$ cat src/rtl/wdog_pkg.sv
package wdog_pkg;
  localparam int CODE_W   = 4;
  localparam int MAX_CODE = 11;
  localparam int DATA_W   = 8;
  localparam int ADDR_W   = 3;
  // closed window plus period, each at most 8<<MAX_CODE, needs MAX_CODE+5 bits
  localparam int CNT_W    = MAX_CODE + 5;
  localparam logic [DATA_W-1:0] SVC_KEY   = 8'hA5;
  localparam logic [DATA_W-1:0] CFG_RESET = 8'hBB;
  localparam logic [CODE_W-1:0] EW_RESET  = 4'hB;

  typedef enum logic [ADDR_W-1:0] {
    A_CTRL  = 3'd0,
    A_CFG   = 3'd1,
    A_WARN  = 3'd2,
    A_IECLR = 3'd3,
    A_IESET = 3'd4,
    A_FLAG  = 3'd5,
    A_BUSY  = 3'd6,
    A_KICK  = 3'd7
  } reg_addr_e;

  // Tick count selected by a 4-bit code; reserved codes saturate.
  function automatic logic [CNT_W-1:0] code_ticks(input logic [CODE_W-1:0] c);
    logic [CODE_W-1:0] s;
    s = (int'(c) > MAX_CODE) ? CODE_W'(MAX_CODE) : c;
    return CNT_W'(8) << s;
  endfunction
endpackage

$ cat src/rtl/wdog_regs.sv
module wdog_regs
  import wdog_pkg::*;
(
  input  logic              clk,
  input  logic              rst_n,
  input  logic              tick,
  input  logic              wr_en,
  input  logic [ADDR_W-1:0] addr,
  input  logic [DATA_W-1:0] wdata,
  output logic              en,
  output logic              win,
  output logic              aon,
  output logic              running,
  output logic [DATA_W-1:0] cfg_byte,
  output logic [CODE_W-1:0] ew_code,
  output logic              busy_ctrl,
  output logic              busy_kick,
  output logic              svc_apply,
  output logic              key_bad
);
  logic              en_q, win_q, aon_q;
  logic [2:0]        pend_q;      // {aon, win, en}
  logic              busy_ctrl_q, kick_pend_q;
  logic [DATA_W-1:0] cfg_q;
  logic [CODE_W-1:0] ew_q;

  // named events
  logic lock, ctrl_wr, cfg_wr, warn_wr, kick_wr, kick_ok, ctrl_apply;
  assign lock       = aon_q | (busy_ctrl_q & pend_q[2]);
  assign ctrl_wr    = wr_en && (addr == A_CTRL) && !lock;
  assign cfg_wr     = wr_en && (addr == A_CFG)  && !aon_q;
  assign warn_wr    = wr_en && (addr == A_WARN) && !aon_q;
  assign running    = en_q | aon_q;
  assign kick_wr    = wr_en && (addr == A_KICK) && running;
  assign kick_ok    = kick_wr && (wdata == SVC_KEY);
  assign key_bad    = kick_wr && (wdata != SVC_KEY);
  assign ctrl_apply = tick && busy_ctrl_q;
  assign svc_apply  = tick && kick_pend_q;

  always_ff @(posedge clk) begin
    if (!rst_n) begin
      en_q        <= 1'b0;
      win_q       <= 1'b0;
      aon_q       <= 1'b0;
      pend_q      <= '0;
      busy_ctrl_q <= 1'b0;
      kick_pend_q <= 1'b0;
      cfg_q       <= CFG_RESET;
      ew_q        <= EW_RESET;
    end else begin
      if (ctrl_apply) begin
        en_q        <= pend_q[0];
        win_q       <= pend_q[1];
        aon_q       <= aon_q | pend_q[2];
        busy_ctrl_q <= 1'b0;
      end
      if (tick) kick_pend_q <= 1'b0;
      if (ctrl_wr) begin
        pend_q      <= {wdata[7], wdata[2], wdata[1]};
        busy_ctrl_q <= 1'b1;
      end
      if (cfg_wr)  cfg_q <= wdata;
      if (warn_wr) ew_q  <= wdata[CODE_W-1:0];
      if (kick_ok) kick_pend_q <= 1'b1;
    end
  end

  assign en        = en_q;
  assign win       = win_q;
  assign aon       = aon_q;
  assign cfg_byte  = cfg_q;
  assign ew_code   = ew_q;
  assign busy_ctrl = busy_ctrl_q;
  assign busy_kick = kick_pend_q;

  // always-on freezes the control and configuration state
  p_aon_lock_r9: assert property (@(posedge clk) disable iff (!rst_n)
    aon_q |=> aon_q && $stable(en_q) && $stable(win_q) && $stable(cfg_q) && $stable(ew_q));
  // a staged control update is gone after the tick that applies it
  p_ctrl_busy_r8: assert property (@(posedge clk) disable iff (!rst_n)
    (ctrl_apply && !ctrl_wr) |=> !busy_ctrl_q);
  // a staged service is gone after the tick that applies it
  p_kick_busy_r3: assert property (@(posedge clk) disable iff (!rst_n)
    (svc_apply && !kick_ok) |=> !kick_pend_q);
endmodule

$ cat src/rtl/wdog_core.sv
module wdog_core
  import wdog_pkg::*;
(
  input  logic              clk,
  input  logic              rst_n,
  input  logic              tick,
  input  logic              running,
  input  logic              win,
  input  logic [CODE_W-1:0] per_code,
  input  logic [CODE_W-1:0] win_code,
  input  logic [CODE_W-1:0] ew_code,
  input  logic              svc_apply,
  input  logic              key_bad,
  output logic              ew_hit,
  output logic              rst_req
);
  logic [CNT_W-1:0] cnt_q, cnt_nxt, closed_len, limit, ew_at;
  logic             rst_q;
  logic             step, early_fault, restart, expire;

  assign closed_len  = win ? code_ticks(win_code) : '0;
  assign limit       = closed_len + code_ticks(per_code);
  assign ew_at       = closed_len + code_ticks(ew_code);
  assign cnt_nxt     = cnt_q + 1'b1;

  assign step        = tick && running && !rst_q;
  assign early_fault = step && svc_apply && win && (cnt_q < closed_len);
  assign restart     = step && svc_apply && !early_fault;
  assign expire      = step && !svc_apply && (cnt_nxt >= limit);
  assign ew_hit      = step && !svc_apply && (cnt_nxt == ew_at);

  always_ff @(posedge clk) begin
    if (!rst_n) begin
      cnt_q <= '0;
      rst_q <= 1'b0;
    end else begin
      if (!running)     cnt_q <= '0;
      else if (restart) cnt_q <= '0;
      else if (step)    cnt_q <= cnt_nxt;
      rst_q <= rst_q | expire | early_fault | key_bad;
    end
  end

  assign rst_req = rst_q;

  // the request never drops without reset
  p_rst_sticky_r12: assert property (@(posedge clk) disable iff (!rst_n)
    rst_q |=> rst_q);
  // a wrong key requests reset on the next edge
  p_bad_key_r4: assert property (@(posedge clk) disable iff (!rst_n)
    key_bad |=> rst_q);
  // a closed-window service requests reset
  p_early_fault_r5: assert property (@(posedge clk) disable iff (!rst_n)
    early_fault |=> rst_q);
  // a landing service never raises the request itself
  p_svc_wins_r10: assert property (@(posedge clk) disable iff (!rst_n)
    (restart && !key_bad) |=> (rst_q == $past(rst_q)));
  // an idle watchdog cannot raise a request
  p_idle_quiet_r11: assert property (@(posedge clk) disable iff (!rst_n)
    (!running && !rst_q) |=> !rst_q);
endmodule

$ cat src/rtl/wdog_irq.sv
module wdog_irq
  import wdog_pkg::*;
(
  input  logic              clk,
  input  logic              rst_n,
  input  logic              wr_en,
  input  logic [ADDR_W-1:0] addr,
  input  logic [DATA_W-1:0] wdata,
  input  logic              ew_hit,
  output logic              ie,
  output logic              flag,
  output logic              irq
);
  logic ie_q, flag_q;
  logic ie_set, ie_clr, flag_clr;

  assign ie_set   = wr_en && (addr == A_IESET) && wdata[0];
  assign ie_clr   = wr_en && (addr == A_IECLR) && wdata[0];
  assign flag_clr = wr_en && (addr == A_FLAG)  && wdata[0];

  always_ff @(posedge clk) begin
    if (!rst_n) begin
      ie_q   <= 1'b0;
      flag_q <= 1'b0;
    end else begin
      if (ie_set)      ie_q <= 1'b1;
      else if (ie_clr) ie_q <= 1'b0;
      if (ew_hit)        flag_q <= 1'b1;
      else if (flag_clr) flag_q <= 1'b0;
    end
  end

  assign ie   = ie_q;
  assign flag = flag_q;
  assign irq  = flag_q & ie_q;

  // an early-warning event always leaves the flag set
  p_ew_flag_r6: assert property (@(posedge clk) disable iff (!rst_n)
    ew_hit |=> flag_q);
  // a write of zero leaves the enable unchanged
  p_ie_zero_r7: assert property (@(posedge clk) disable iff (!rst_n)
    (wr_en && !wdata[0]) |=> $stable(ie_q));
endmodule

$ cat src/rtl/wdog_win.sv
module wdog_win
  import wdog_pkg::*;
(
  input  logic              clk,
  input  logic              rst_n,
  input  logic              tick,
  input  logic              wr_en,
  input  logic [ADDR_W-1:0] addr,
  input  logic [DATA_W-1:0] wdata,
  output logic [DATA_W-1:0] rdata,
  output logic              irq,
  output logic              rst_req
);
  logic              en, win, aon, running, busy_ctrl, busy_kick;
  logic              svc_apply, key_bad, ew_hit, ie, flag;
  logic [DATA_W-1:0] cfg_byte;
  logic [CODE_W-1:0] ew_code;

  wdog_regs u_regs (
    .clk(clk), .rst_n(rst_n), .tick(tick), .wr_en(wr_en), .addr(addr),
    .wdata(wdata), .en(en), .win(win), .aon(aon), .running(running),
    .cfg_byte(cfg_byte), .ew_code(ew_code), .busy_ctrl(busy_ctrl),
    .busy_kick(busy_kick), .svc_apply(svc_apply), .key_bad(key_bad)
  );

  wdog_core u_core (
    .clk(clk), .rst_n(rst_n), .tick(tick), .running(running), .win(win),
    .per_code(cfg_byte[CODE_W-1:0]), .win_code(cfg_byte[DATA_W-1:CODE_W]),
    .ew_code(ew_code), .svc_apply(svc_apply), .key_bad(key_bad),
    .ew_hit(ew_hit), .rst_req(rst_req)
  );

  wdog_irq u_irq (
    .clk(clk), .rst_n(rst_n), .wr_en(wr_en), .addr(addr), .wdata(wdata),
    .ew_hit(ew_hit), .ie(ie), .flag(flag), .irq(irq)
  );

  always_comb begin
    unique case (addr)
      A_CTRL:          rdata = {aon, 4'b0000, win, en, 1'b0};
      A_CFG:           rdata = cfg_byte;
      A_WARN:          rdata = {{(DATA_W-CODE_W){1'b0}}, ew_code};
      A_IECLR, A_IESET: rdata = {{(DATA_W-1){1'b0}}, ie};
      A_FLAG:          rdata = {{(DATA_W-1){1'b0}}, flag};
      A_BUSY:          rdata = {3'b000, busy_kick, busy_ctrl, busy_ctrl, busy_ctrl, 1'b0};
      default:         rdata = '0;
    endcase
  end
endmodule

$ cat config.mk
export PLATFORM = sky130hd
export DESIGN_NAME = wdog_win
export DESIGN_NICKNAME = d
export VERILOG_FILES = /design/src/rtl/wdog_pkg.sv /design/src/rtl/wdog_regs.sv /design/src/rtl/wdog_core.sv /design/src/rtl/wdog_irq.sv /design/src/rtl/wdog_win.sv
export SDC_FILE = /design/constraint.sdc
export NUM_CORES = 1
export LEC_CHECK = 0
export ABC_AREA = 1
export BUFFER_PORTS_ARGS = -buffer_cell sky130_fd_sc_hd__buf_2
export CAP_MARGIN = 20
export CORE_MARGIN = 10
export CORE_UTILIZATION = 60
export CTS_CLUSTER_DIAMETER = 50
export DETAILED_ROUTE_END_ITERATION = 7
export GPL_ROUTABILITY_DRIVEN = 0
export PLACE_DENSITY = 0.79
export SLEW_MARGIN = 40
export SYNTH_ARGS = -nofsm -noshare
export SYNTH_HDL_FRONTEND = slang
export SYNTH_HIERARCHICAL = 1
export SYNTH_SLANG_ARGS = --single-unit
$ cat constraint.sdc
create_clock -name clk -period 7.74 [get_ports clk]
set_input_delay 0.774 -clock clk [delete_from_list [all_inputs] [get_ports clk]]
set_output_delay 0.774 -clock clk [all_outputs]
set_load 0.01 [all_outputs]
==> summary.md, run 1 <==
| Metric | Value |
|---|---|
| Status | `completed` |
| Post-synth top flop | `dfxtp_1` |
| Worst path slowest cell | `dfxtp_1` |
| Finished Core Util | `64.8%` |
| Design Power | `0.408 mW` |
| Post_cts resized | `0` |
| Final critical-path required period | `3.37 ns` |
| R2r worst-path depth | `18` |
| Relative slew margins | `55.5%` |
| Die Y | `105 um` |
| Nets | `808` |
| Cell Pwr Density | `87.7 mW/mm^2` |
| Final Slew Violations | `0` |
| Synth warnings | `6` |
| Antenna-violating nets left | `0` |
| Fill cells | `700` |
| Hold crit path type | `flop to flop` |
| Vias | `4659` |
| Post-DP HPWL | `9830 um` |
| Crit. End Element | `flop` |
| Hold depth | `2` |
| Most common cell in the synthesized netlist | `nand2_1` |
| Layer with the highest usage | `met2` |
| CTS tree | `done` |
| CTS H-tree depth | `2` |
| Synth unique cells | `40` |
| Ant diodes | `0` |
| Vias per inst | `5.54` |
| Routed WL | `11800 um` |
| Final setup TNS | `0 ns` |
| Synth cell count leaders | `185 x nand2_1, 110 x inv_1, 108 x nor2_1, 50 x ha_1, 49 x nand3_1` |
| Period utilization | `43.5%` |
| Worst setup margin | `4.37 ns` |
| Area Growth Syn to Fin | `6.75%` |
| Clk slew on worst S/H paths | `0.09 ns` |
| Critical Path AT | `3.57 ns` |
| Post-synthesis sequential area ratio | `17.9%` |
| Crit path cell chain | `nand2_1 -> nand3_1 -> nor2_1 -> ha_1 -> fa_1 -> nand2_1 -> nand2_1 -> a21oi_1 -> o211ai_1 -> nand3_1 -> nand2_1 -> a31oi_1 -> ha_1 -> a21oi_1 -> o21ai_0 -> a21oi_1 -> a21oi_1 -> o21a_1` |
| Synth top area cells | `dfxtp_1 18%, nand2_1 16%, ha_1 14%, inv_1 9.5%, nor2_1 9.3%` |
| Register Area | `781 sq um` |
| CP max FO | `6` |
| CP required | `7.94 ns` |
| Yosys top cell by area | `dfxtp_1` |
| Total gr overflow | `0` |
| Clock buffer depth | `2` |
| Fmax | `0.297 GHz` |
| Met2 usage | `35.3%` |
| RSZ-0062 raised after global routing | `no` |
| CTS buffer count | `5` |
| Drt first pass iters | `5` |
| Placeable core region | `0.00718 sq mm` |
| EDFF count, synth | `0` |
| Post-CTS Setup Bufs | `0` |
| Routed len/inst | `14.1 um` |
| CP peak stage delay | `0.41 ns` |
| Die width | `105 um` |
| Area taken by multi-input logic gates | `0.00309 sq mm` |
| Setup violators final | `0` |
| Die Area | `0.0111 sq mm` |
| Post-route DRC | `0` |
| Met3 Usage GRT | `2.31%` |
| Max cap viols | `0` |
| Top cell type's share of synthesized area | `17.9%` |
| Initial Util | `60.7%` |
| Cts-stage hold buffer count | `0` |
| Max IR drop VDD | `0.0000680 V` |
| Post-Syn Nets | `785` |
| First-pass GRT wire length | `20000 um` |
| Largest net degree at the start of global routing | `23` |
| Clk_lat worst skew | `0.30 ns` |
| Vias in the first global route | `4352` |
| Final hold vios | `0` |
| P_leak | `2.44 nW` |
| Post-Syn Area | `0.00436 sq mm` |
| Worst Max-Slew Pin Slew | `0.660 ns` |
| Root buffer selected by CTS | `clkbuf_8` |
| Initial drt markers | `396` |
| Clk sinks | `39` |
| Clock skew | `0.00982 ns` |
| Post-Synthesis Cells | `718` |
| Startpoint Class | `flop` |
| IO Port Bufs | `24` |
| Mapped Avg Cell Area | `6.07 sq um` |
| Setup CP Type | `flop to flop` |
| Placement Setup Slack | `4.31 ns` |
| Met1 Use GR | `29.2%` |
| Async SR Flop Fraction | `0%` |
| Std cell rows | `31` |
| I/O Pins | `25` |
| Antenna violations before repair | `0` |
| GRT Util Overall | `21.3%` |
| #FFs+latches synth | `39` |
| Share of layout cells above drive strength 1 | `8.89%` |
[layout by cell type (no fill, tap or decap), types with 3 or more instances in the layout]
master,n
nand2_1,185
inv_1,110
nor2_1,107
ha_1,50
nand3_1,49
a21oi_1,40
dfxtp_1,39
buf_2,24
o21ai_0,18
nand4_1,17
a211oi_1,13
xnor2_1,11
xor2_1,10
nor2_2,7
nor3_1,7
inv_2,6
clkbuf_8,5
nand2_2,5
nand3_2,4
o211ai_1,4
nor2_4,4
o21ai_1,3
[layer usage]
| metal | routed length [um] | vias up |
|---|---|---|
| met3 | 833 | 17 |
| met1 | 5350 | 2123 |
| met4 | 151 | 0 |
| met5 | 0 | - |
| li1 | - | 2358 |
| met2 | 5510 | 161 |
[path summary, 6_finish.rpt]
path,from,end,slack [ns]
setup / recovery,u_regs/cfg_byte[7],u_core/rst_req,4.37
hold / removal,u_regs/pend_q[0],u_regs/pend_q[0],0.49
setup reg to reg,u_regs/cfg_byte[7],u_core/rst_req,4.37
hold reg to reg,u_regs/pend_q[0],u_regs/pend_q[0],0.49
[where the power goes]
group	switching [mW]	internal, mW	total (mW)	leakage, nW
clock network	0.0827	0.0645	0.147	0.0408
logic	0.0354	0.0178	0.0532	2.08
registers	0.00412	0.204	0.208	0.316
[final cells by class]
type	count	area share, %
Tap cell	99	2.66
Timing Repair Buffer	24	2.58
Clock buffer	5	1.48
Inverter	117	9.55
Multi-Input combinational cell	554	66.4
Clock inverter	3	0.511
Sequential cell	39	16.8
[flip-flops by register name, indices dropped and copies added (netlist names), 3 cells and up]
register and count:
u_regs/cfg_byte 8, u_regs/ew_code 4, u_regs/pend_q 3, u_core/cnt_q 16
[worst max-delay path, delay by kind of cell (launching register included)]
family,cells,cell delay (ns)
AOI/OAI and AO/OA,8,1.18
adders and majority gates,3,0.94
DFF,1,0.41
and+or+nand+nor,7,0.73
[kinds of logic (layout without fill, tap and decap cells)]
logic type	after synthesis	count (layout)	synth area share [%]
AOI/OAI and AO/OA	88	88	11.7
xor gates and xnor gates	22	22	4.59
adders and majority gates	52	52	15.3
buffers and inverters	125	149	11.2
DFF	39	39	17.9
other	1	1	0.0860
and+or+nand+nor	391	391	39.2
[metrics by stage]
step                hold slack, ns  instance area [sq um]  cells
floorplan                    0.450                   4360    718
global placement             0.462                   4560    833
detailed placement           0.473                   4560    833
CTS                          0.495                   4650    841
global route                 0.529                   4650    841
finish                       0.493                   4650    841
No activity file was read; power rests on OpenSTA's default activity.
==> run 2, diff against run 1 <==
--- a/config.mk
+++ b/config.mk
@@ -5,7 +5,7 @@
 export SDC_FILE = /design/constraint.sdc
 export NUM_CORES = 1
 export LEC_CHECK = 0
-export ABC_AREA = 1
+export ABC_AREA = 0
 export BUFFER_PORTS_ARGS = -buffer_cell sky130_fd_sc_hd__buf_2
 export CAP_MARGIN = 20
 export CORE_MARGIN = 10
==> constraint.sdc (replaced) <==
create_clock -name clk -period 3.4 [get_ports clk]
set_input_delay 0.34 -clock clk [delete_from_list [all_inputs] [get_ports clk]]
set_output_delay 0.34 -clock clk [all_outputs]
set_load 0.01 [all_outputs]
==> run 2 against run 1 <==
Compared with the run above: core utilization grew 12 points; final area up 13%; combinational power rose by 120%; area after synthesis down 2.2%; the run now ends with negative setup slack left; non-clock buffer count increased by 61; first-iteration DRC count shrank 13%; die area decreased by 1.8%; largest power group unchanged; fmax is 4.5% lower; critical endpoint unchanged; routed wire length grew 7.8%; highest routed layer unchanged; sequential power grew 120%; critical path type unchanged; clock power increased to 2.7 times the previous value.
==> summary.md, run 2 <==
| Metric | Value |
|---|---|
| Period utilization | `104%` |
| Final hold vios | `0` |
| Ant diodes | `0` |
| Nets | `675` |
| #FFs+latches synth | `39` |
| Cell Area, Placed | `0.00485 sq mm` |
| Antenna-violating nets left | `0` |
| Status | `finished with violations` |
| Met2 usage | `36.5%` |
| Layer with the highest usage | `met2` |
| Fmax | `0.284 GHz` |
| Cts-stage hold buffer count | `0` |
| Post-synth top flop | `dfxtp_1` |
| Die Area | `0.0109 sq mm` |
| Clk sinks | `39` |
| Critical Path AT | `3.75 ns` |
| Clk slew on worst S/H paths | `0.08 ns` |
| CP max FO | `5` |
| Clk_lat worst skew | `0.30 ns` |
| CP peak stage delay | `0.41 ns` |
| Met1 Use GR | `27.8%` |
| Crit path cell chain | `and3b_2 -> nand2_2 -> inv_2 -> fa_2 -> a21oi_2 -> o21ai_2 -> maj3_2 -> a21oi_2 -> inv_1 -> a21oi_2 -> o21ai_2 -> xnor2_1 -> ha_2 -> o21a_1 -> o21a_1 -> o22ai_1 -> or4_1 -> o22ai_1` |
| Vias | `4302` |
| Post-route DRC | `0` |
| Synth cell count leaders | `50 x ha_1, 48 x nor2_1, 43 x nand2_1, 39 x dfxtp_1, 33 x xnor2_1` |
| Post-DP HPWL | `9690 um` |
| IO Port Bufs | `24` |
| Setup violators final | `1` |
| Clock buffer depth | `2` |
| Vias per inst | `6.10` |
| Clock skew | `0.00762 ns` |
| Most frequent cells in the layout | `60 x buf_4, 44 x nor2_1, 44 x ha_1` |
| Finished Cell Area | `0.00525 sq mm` |
| Yosys top cell by area | `dfxtp_1` |
| Hold crit path type | `input pin to flop` |
| Routed len/inst | `18.1 um` |
| Root buffer selected by CTS | `clkbuf_8` |
| Synth unique cells | `71` |
| P_leak | `2.31 nW` |
| EDFF count, synth | `0` |
| Final critical-path required period | `3.53 ns` |
| Die width | `104 um` |
| Relative slew margins | `63.0%` |
| Top cell type's share of synthesized area | `18.3%` |
| Commonest non-fill, non-tap cell in the layout | `buf_4` |
| CTS H-tree depth | `2` |
| Post-synthesis sequential area ratio | `18.3%` |
| Failing checks | `negative setup slack` |
| First-pass GRT wire length | `19800 um` |
| Crit. End Element | `flop` |
| Post-Synthesis Cells | `531` |
| Worst Max-Slew Pin Slew | `0.556 ns` |
| Routed WL | `12800 um` |
| Mapped Avg Cell Area | `8.03 sq um` |
| Std cell rows | `30` |
| Largest net degree at the start of global routing | `36` |
| Most common cell in the synthesized netlist | `ha_1` |
| Post-Syn Area | `0.00426 sq mm` |
| Antenna violations before repair | `0` |
| Vias in the first global route | `4048` |
| CP dominant cell by count | `a21oi_2` |
| Synth top area cells | `dfxtp_1 18%, ha_1 15%, xnor2_1 6.8%, xor2_1 4.5%, nor2_1 4.2%` |
| RSZ-0062 raised after global routing | `yes` |
| Initial drt markers | `344` |
| Largest reg by FF count | `u_core/cnt_q` |
| CTS buffer count | `5` |
| Design Power | `0.970 mW` |
| Async SR Flop Fraction | `0%` |
| GRT Util Overall | `21.6%` |
| Max IR drop VDD | `0.000181 V` |
| Synth warnings | `6` |
| Placeable core region | `0.00687 sq mm` |
| CP required | `3.62 ns` |
| Post-Syn Nets | `598` |
| Worst path slowest cell | `fa_2` |
| Drt first pass iters | `5` |
| Worst setup margin | `-0.126 ns` |
| CTS tree | `done` |
| Initial Util | `62.1%` |
| Share of layout cells above drive strength 1 | `28.4%` |
| Max cap viols | `0` |
| Setup CP Type | `flop to flop` |
| Total gr overflow | `0` |
| Largest register FFs | `16` |
| Placement Setup Slack | `-0.225 ns` |
| Final Slew Violations | `0` |
| Die Y | `104 um` |
| Area Growth Syn to Fin | `23.2%` |
| Startpoint Class | `flop` |
| Finished Core Util | `76.4%` |
| I/O Pins | `25` |
| Met3 Usage GRT | `2.85%` |
| Cell Pwr Density | `185 mW/mm^2` |
==> run 2: cell count changes in the layout (fill, tap and decap cells not counted), sizes merged, moves of 33 or more <==
| cell | previous run | this run |
|---|---|---|
| inv | 117 | 24 |
| buf | 24 | 85 |
| nand2 | 191 | 45 |
| nand3 | 54 | 21 |
| nor2 | 118 | 49 |
==> run 2: per-layer routing <==
metal  vias up  share of wire, %
met2       181                49
met4         0               2.4
met5         -                 0
met3        37               6.1
li1       2054                 -
met1      2030                42
==> run 2: critical path, delay by kind of cell, from the launching register on <==
kind                       cells  cell delay (ns)
xor gates and xnor gates       1             0.14
DFF                            1             0.39
AOI/OAI and AO/OA              9             1.04
buffers and inverters          2             0.13
adders and majority gates      3             1.03
and+or+nand+nor                3             0.71
==> run 2: timing repair <==
action	4_1_cts	5_1_grt
setup buffers	2	7
pin swaps	8	24
gates resized for setup	18	44
endpoints found under the setup margin	2	18
==> run 2: logic make-up after synthesis <==
family                     synth area share, %
AOI/OAI and AO/OA                         14.8
muxes                                     4.28
other                                   0.0879
xor gates and xnor gates                  12.9
and+or+nand+nor                           29.5
buffers and inverters                     3.99
DFF                                       18.3
adders and majority gates                 16.1
==> run 2: metrics by stage <==
step                      hold WS (ns)  TNS, ns  instances
after floorplan                  0.436        0        531
after global placement           0.451   -0.104        688
after detailed placement         0.470   -0.319        688
after CTS                        0.309   -0.106        698
after global routing             0.319   -0.416        705
final                            0.321   -0.126        705
==> run 2: final timing paths <==
check	slack [ns]	start	cells after the start	end
worst max-delay path	-0.13	u_regs/cfg_byte[5]	18	u_core/rst_req
worst min-delay path	0.32	wdata[5]	3	u_regs/cfg_byte[5]
worst max register to register	-0.13	u_regs/cfg_byte[5]	18	u_core/rst_req
worst min register to register	0.48	u_regs/pend_q[1]	2	u_regs/win
==> run 2: area by class of cell <==
cell class                      instances  area [sq um]
Clock inverter                          3          43.8
Multi-Input combinational cell        453          3550
Inverter                               24          95.1
Fill cell                             486          1620
Clock buffer                            5          68.8
Sequential cell                        39           795
Timing Repair Buffer                   85           582
Tap cell                               96           120
==> run 2: report_power, final <==
part           internal (mW)  leakage [nW]  switching [mW]
clock network          0.219        0.0581           0.172
logic                 0.0491          1.94          0.0655
registers              0.459         0.316         0.00543
